$ cat config.mk
export PLATFORM = sky130hd
export DESIGN_NAME = dtimer_top
export DESIGN_NICKNAME = d
export VERILOG_FILES = /design/src/rtl/dtimer_pkg.sv /design/src/rtl/dtimer_tick_sel.sv /design/src/rtl/dtimer_chan.sv /design/src/rtl/dtimer_top.sv
export SDC_FILE = /design/constraint.sdc
export NUM_CORES = 1
export LEC_CHECK = 0
export BUFFER_PORTS_ARGS = -buffer_cell sky130_fd_sc_hd__buf_2
export CAP_MARGIN = 20
export CELL_PAD_IN_SITES_DETAIL_PLACEMENT = 1
export CELL_PAD_IN_SITES_GLOBAL_PLACEMENT = 2
export CORE_MARGIN = 10
export CORE_UTILIZATION = 31
export CTS_CLUSTER_DIAMETER = 120
export DETAILED_ROUTE_END_ITERATION = 10
export GPL_ROUTABILITY_DRIVEN = 0
export GPL_TIMING_DRIVEN = 0
export HOLD_SLACK_MARGIN = 0.1
export PLACE_DENSITY = 0.78
export SLEW_MARGIN = 20
export SYNTH_ARGS = -nofsm -noshare
export SYNTH_HDL_FRONTEND = slang
export SYNTH_SLANG_ARGS = --single-unit
$ cat constraint.sdc
create_clock -name clk -period 5.2 [get_ports clk]
set_clock_uncertainty 0.1 [all_clocks]
set_input_delay 0.78 -clock clk [delete_from_list [all_inputs] [get_ports clk]]
set_output_delay 0.78 -clock clk [all_outputs]
set_load 0.02 [all_outputs]
$ cat src/rtl/dtimer_pkg.sv
package dtimer_pkg;

  localparam int BUS_W     = 32;
  localparam int CTRL_OFS  = 'h20;
  localparam int RUN_OFS   = 'h30;
  localparam int FIX_OFS   = 'h40;
  localparam int CH_STRIDE = 'h40;

  localparam logic [3:0] SEL_ALWAYS = 4'hF;
  localparam logic [3:0] SEL_SLOW   = 4'hB;

  localparam int B_RELOAD = 6;
  localparam int B_UPDATE = 7;
  localparam int B_IRQEN  = 14;
  localparam int B_FLAG   = 15;

  typedef struct packed {
    logic       flag;
    logic       irq_en;
    logic       update;
    logic       reload;
    logic [3:0] sel;
  } ctrl_t;

  function automatic logic [BUS_W-1:0] ctrl_pack(ctrl_t c);
    logic [BUS_W-1:0] w;
    w           = '0;
    w[3:0]      = c.sel;
    w[B_RELOAD] = c.reload;
    w[B_UPDATE] = c.update;
    w[B_IRQEN]  = c.irq_en;
    w[B_FLAG]   = c.flag;
    return w;
  endfunction

endpackage

$ cat src/rtl/dtimer_tick_sel.sv
module dtimer_tick_sel #(
  parameter int N_EXT = 4
) (
  input  logic [3:0]       sel,
  input  logic [N_EXT-1:0] ext_tick,
  input  logic             slow_tick,
  output logic             tick
);
  import dtimer_pkg::*;

  always_comb begin
    tick = 1'b0;
    if (sel == SEL_ALWAYS) begin
      tick = 1'b1;
    end else if (sel == SEL_SLOW) begin
      tick = slow_tick;
    end else begin
      for (int i = 0; i < N_EXT; i++) begin
        if (sel == 4'(i)) tick = ext_tick[i];
      end
    end
  end

endmodule

$ cat src/rtl/dtimer_chan.sv
module dtimer_chan #(
  parameter int DW = 32
) (
  input  logic                clk,
  input  logic                rst_n,
  input  logic                ctrl_we,
  input  logic                fix_we,
  input  logic [15:0]         ctrl_wdata,
  input  logic [DW-1:0]       fix_wdata,
  input  logic                tick,
  output dtimer_pkg::ctrl_t   ctrl,
  output logic [DW-1:0]       run_cnt,
  output logic [DW-1:0]       fix_cnt,
  output logic                load,
  output logic                irq
);
  import dtimer_pkg::*;

  ctrl_t         ctrl_q, ctrl_d;
  logic [DW-1:0] run_q, run_d;
  logic [DW-1:0] fix_q;
  logic          set_evt;
  logic          ctrl_en, run_en;

  assign load    = fix_we && ctrl_q.update;
  assign set_evt = tick && !load && (run_q == DW'(1));
  assign ctrl_en = ctrl_we || set_evt;
  assign run_en  = load || tick;

  always_comb begin
    ctrl_d = ctrl_q;
    if (ctrl_we) begin
      ctrl_d.sel    = ctrl_wdata[3:0];
      ctrl_d.reload = ctrl_wdata[B_RELOAD];
      ctrl_d.update = ctrl_wdata[B_UPDATE];
      ctrl_d.irq_en = ctrl_wdata[B_IRQEN];
      ctrl_d.flag   = ctrl_q.flag & ctrl_wdata[B_FLAG];
    end
    if (set_evt) ctrl_d.flag = 1'b1;
  end

  always_comb begin
    run_d = run_q;
    if (load) begin
      run_d = fix_wdata;
    end else if (tick) begin
      if (run_q != '0)        run_d = run_q - DW'(1);
      else if (ctrl_q.reload) run_d = fix_q;
    end
  end

  always_ff @(posedge clk or negedge rst_n) begin
    if (!rst_n) begin
      ctrl_q <= '0;
    end else if (ctrl_en) begin
      ctrl_q <= ctrl_d;
    end
  end

  always_ff @(posedge clk or negedge rst_n) begin
    if (!rst_n) begin
      run_q <= '0;
    end else if (run_en) begin
      run_q <= run_d;
    end
  end

  always_ff @(posedge clk or negedge rst_n) begin
    if (!rst_n) begin
      fix_q <= '0;
    end else if (fix_we) begin
      fix_q <= fix_wdata;
    end
  end

  assign ctrl    = ctrl_q;
  assign run_cnt = run_q;
  assign fix_cnt = fix_q;
  assign irq     = ctrl_q.flag & ctrl_q.irq_en;

endmodule

$ cat src/rtl/dtimer_top.sv
module dtimer_top #(
  parameter int NCH    = 2,
  parameter int DW     = 32,
  parameter int N_EXT  = 4,
  parameter int ADDR_W = 8
) (
  input  logic              clk,
  input  logic              rst_n,
  input  logic              bus_we,
  input  logic [ADDR_W-1:0] bus_addr,
  input  logic [31:0]       bus_wdata,
  output logic [31:0]       bus_rdata,
  input  logic [N_EXT-1:0]  ext_tick,
  input  logic              slow_tick,
  output logic [NCH-1:0]    irq
);
  import dtimer_pkg::*;

  function automatic logic [ADDR_W-1:0] reg_addr(int base, int ch);
    return ADDR_W'(base + ch * CH_STRIDE);
  endfunction

  logic [1:0] rst_sync;
  logic       rst_q_n;

  always_ff @(posedge clk or negedge rst_n) begin
    if (!rst_n) rst_sync <= 2'b00;
    else        rst_sync <= {rst_sync[0], 1'b1};
  end
  assign rst_q_n = rst_sync[1];

  ctrl_t [NCH-1:0]          ctrl_v;
  logic  [NCH-1:0][DW-1:0]  run_v;
  logic  [NCH-1:0][DW-1:0]  fix_v;
  logic  [NCH-1:0]          ctrl_we, fix_we, tick_v, load_v;
  logic  [NCH-1:0]          flag_v, en_v, reload_v;

  for (genvar g = 0; g < NCH; g++) begin : g_ch
    assign ctrl_we[g] = bus_we && (bus_addr == reg_addr(CTRL_OFS, g));
    assign fix_we[g]  = bus_we && (bus_addr == reg_addr(FIX_OFS, g));

    dtimer_tick_sel #(.N_EXT(N_EXT)) u_sel (
      .sel       (ctrl_v[g].sel),
      .ext_tick  (ext_tick),
      .slow_tick (slow_tick),
      .tick      (tick_v[g])
    );

    dtimer_chan #(.DW(DW)) u_chan (
      .clk        (clk),
      .rst_n      (rst_q_n),
      .ctrl_we    (ctrl_we[g]),
      .fix_we     (fix_we[g]),
      .ctrl_wdata (bus_wdata[15:0]),
      .fix_wdata  (bus_wdata[DW-1:0]),
      .tick       (tick_v[g]),
      .ctrl       (ctrl_v[g]),
      .run_cnt    (run_v[g]),
      .fix_cnt    (fix_v[g]),
      .load       (load_v[g]),
      .irq        (irq[g])
    );

    assign flag_v[g]   = ctrl_v[g].flag;
    assign en_v[g]     = ctrl_v[g].irq_en;
    assign reload_v[g] = ctrl_v[g].reload;
  end

  always_comb begin
    bus_rdata = '0;
    for (int n = 0; n < NCH; n++) begin
      if (bus_addr == reg_addr(CTRL_OFS, n)) bus_rdata = ctrl_pack(ctrl_v[n]);
      if (bus_addr == reg_addr(RUN_OFS, n))  bus_rdata = 32'(run_v[n]);
      if (bus_addr == reg_addr(FIX_OFS, n))  bus_rdata = 32'(fix_v[n]);
    end
  end

endmodule

==> flow_summary.json <==
{
  "die_y_um": 189.6,
  "crit_chain": "buf_2, nor4_2, nand2_1, nor3_1, buf_2, a222oi_1, a21oi_1, buf_2",
  "synthFlopType": "dfrtp_1",
  "die-area_mm2": 0.03596,
  "clk_pin_slew_worst_paths_ns": 0.07,
  "rr_endpoint": "g_ch[0].u_chan.run_cnt[30]$_DFFE_PN0P_",
  "wl_per_cell_um": 25.52,
  "cts_setup_buffers": 0,
  "drc": 0,
  "critPathKind": "input pin to primary output",
  "synthCells": 917,
  "p_int_w": 0.002698,
  "rows": 62,
  "clk_path_buf_depth": 2,
  "via_per_inst": 5.864,
  "cp_common_cell": "buf_2",
  "numCtsBuffers": 17,
  "final_nets": 1073,
  "synth.top_cell.area_share_pct": 40.95,
  "setup_violations": 0,
  "numPortBuffers": 81,
  "antenna_found_initial": 1,
  "synth_warnings": 0,
  "p_sw_share_pct": 40.94,
  "reg2reg_from": "g_ch[0].u_chan.run_cnt[0]$_DFFE_PN0P_",
  "cts_tree": "built",
  "regArea_mm2": 0.003657,
  "p_switching_w": 0.001870,
  "avgSynthCellArea_um2": 9.729,
  "holdWs_ns": 0.1951,
  "met3_length_um": 1555,
  "fillers": 3363,
  "met1Wirelength_um": 15670,
  "die_w_um": 189.6,
  "rsz0062_at_grt": "no",
  "grt_pass1_vias": 8599,
  "finalCritPeriodShare_pct": 86.98,
  "synth.largest_area_cell": "dfrtp_1",
  "vdd_drop_max_mv": 0.2462,
  "via_count": 8304,
  "instances_no_fill": 1416,
  "clock_power_share_pct": 26.7,
  "grt_max_degree": 44,
  "synth_cell_type_count": 81,
  "fmaxAchievable_mhz": 221.1,
  "post-dp-hpwl_um": 28140,
  "period_needed_ns": 4.523,
  "worst_slew_pin_slew_ns": 1.016,
  "core_area_mm2": 0.02855,
  "gr-total-overflow": 0,
  "power_frac_seq_pct": 37.2,
  "yosys_register_bits": 146,
  "htree_levels": 4,
  "synth_nets": 969,
  "grtUsageTotal_pct": 19.90,
  "cp-start-kind": "input pin",
  "p_leak_nw": 4.623,
  "cts_sinks": 146,
  "grt_pass1_wl_um": 54630,
  "hp-class": "flip-flop to async pin",
  "n_antenna_cell": 0,
  "arrival_ns": 3.64,
  "clock_latency_ns": 0.44,
  "yosys-top-cells-area": "dfrtp_1 (41%), mux2_2 (10%), nor2_1 (3.6%)",
  "drive_gt1_share_pct": 24.90,
  "crit_fanout": 10,
  "final-hold-violation-count": 0,
  "finalMaxSlewViolations": 0,
  "dr_wl_met2_um": 17760,
  "r2r_cells": 9,
  "top_layer_used": "met4",
  "slowest_stage": "nor3_1",
  "syn_to_final_growth_pct": 17.11,
  "critPathRequiredTime_ns": 4.32,
  "cpPeakStageDelay_ns": 0.75,
  "status": "finished, final reports clean",
  "reg2reg_slack_ns": 2.08,
  "drt_iter0_drc": 639,
  "post_cts_resized": 0,
  "slew_headroom_pct": 32.11,
  "clock-root-buffer": "clkbuf_16",
  "ioPinCount": 82,
  "worst-path-buf-inv": 3,
  "drt-total-wl_um": 36140,
  "dr.pass1.iters": 5,
  "drtAntennaViolNets": 0,
  "dp_cells": 1385,
  "powerDensity_mw_per_mm2": 437.2,
  "netlist_area_mm2": 0.008921,
  "initial_core_util_pct": 31.25,
  "async_flop_share_pct": 100.0,
  "synth_edf_count": 0,
  "cp_top_family": "simple AND/OR/NAND/NOR gates",
  "cp-end-kind": "primary output",
  "ys_seq_area_share_pct": 40.95,
  "combPwrFrac_pct": 36.2,
  "cap_violations": 0,
  "multi_input_area_mm2": 0.004887
}
==> state kept, by name (all words and copies together), names as in the netlist <==
register / count
g_ch.u_chan.fix_cnt: 64
rst_sync: 2
g_ch.u_chan.run_cnt: 64
g_ch.u_chan.ctrl: 16
==> cell usage in the layout, fill, tap and decap left out, drive strengths merged, types with 7 or more instances in the layout <==
cell type    n
a211oi      15
a21oi       64
a221o       33
a222oi      23
a22oi       32
a31oi       11
buf        118
clkbuf      54
clkinv       7
dfrtp      146
inv         10
mux2        80
nand2       51
nand3       19
nand4       17
nor2        86
nor3        44
nor4        28
o21ai       50
or3          8
or4          7
xnor2       16
xor2        15
==> synthesized netlist by cell type (all sizes together), types with 7 or more instances <==
cell	count
buf	34
a221o	33
xnor2	16
a222oi	23
nor2	86
or3	8
a21oi	64
a31oi	11
a22oi	32
xor2	15
nand3	19
mux2	80
or4	7
dfrtp	146
nor3	44
nand4	17
clkbuf	35
a211oi	15
nand2	51
inv	10
nor4	28
o21ai	50
==> per-layer routing <==
metal	GRT usage (%)	vias up
li1	-	3754
met1	25.51	4234
met2	33.54	254
met3	2.087	62
met4	8.211	0
met5	0	-
==> power groups by stage <==
stage	combinational, W	sequential, W	clock (W)
finish	0.00165	0.00170	0.00122
global route	0.00182	0.00173	0.00128
CTS	0.00164	0.00168	0.00123
detailed placement	0.00163	0.00170	0
global placement	0.00158	0.00171	0
floorplan	0.00121	0.00158	0
==> kinds of logic (layout without fill, tap and decap cells) <==
group / after synthesis / in the layout / synth area share [%]
simple gates: 301 / 301 / 18.89
compound gates: 268 / 268 / 21.47
flops: 146 / 146 / 40.95
mux: 86 / 86 / 10.77
buf+inv: 80 / 195 / 4.264
xor+xnor: 31 / 31 / 3.043
fa+ha+maj: 4 / 4 / 0.5610
other cells: 1 / 1 / 0.04204
==> worst register-to-register path, stage by stage (launching register included) <==
cell,delay (ns)
dfrtp_1,0.46
inv_1,0.13
ha_1,0.21
or3b_2,0.44
buf_2,0.20
nor3_1,0.68
nand4_1,0.25
xor2_1,0.20
nor3b_1,0.08
a221o_1,0.26
==> how the worst max path moves through the flow <==
stage                                startpoint                                      to  slack (ns)  depth (start not counted)
after floorplan           rst_sync[1]$_DFF_PN0_      g_ch[0].u_chan.ctrl[0]$_DFFE_PN0P_        0.73                          0
after global placement    rst_sync[1]$_DFF_PN0_  g_ch[0].u_chan.fix_cnt[25]$_DFFE_PN0N_       -1.26                          0
after detailed placement            bus_addr[6]                            bus_rdata[6]        0.72                          8
after CTS                           bus_addr[6]                            bus_rdata[6]        0.72                          8
after global routing                bus_addr[6]                           bus_rdata[15]        0.58                          8
final                               bus_addr[1]                           bus_rdata[11]        0.68                          8
==> final cells by class <==
class	count	area share [%]
clock buffer	19	4.240
multi-input combinational	691	46.78
inverter	11	0.3952
buffer	69	3.246
timing repair buffer	85	4.623
clock inverter	11	1.114
sequential	146	35.01
tap	384	4.599
==> timing repair <==
action,4_1_cts,5_1_grt
setup endpoints to repair,0,0
hold buffers,1,0
endpoints found under the hold margin,2,0
==> through the flow <==
stage	area (um2)	total power, W	setup WS [ns]	util (%)	setup TNS, ns
after detailed placement	9878	0.003329	0.7152	34.60	0
after CTS	10450	0.004557	0.7206	36.60	0
after global routing	10450	0.004829	0.5845	36.60	0
after floorplan	8921	0.002787	0.7309	-	0
after global placement	9807	0.003289	-1.264	34.35	-179.53
final	10450	0.004568	0.6773	36.60	0
Power figures use the tool's default switching activity.
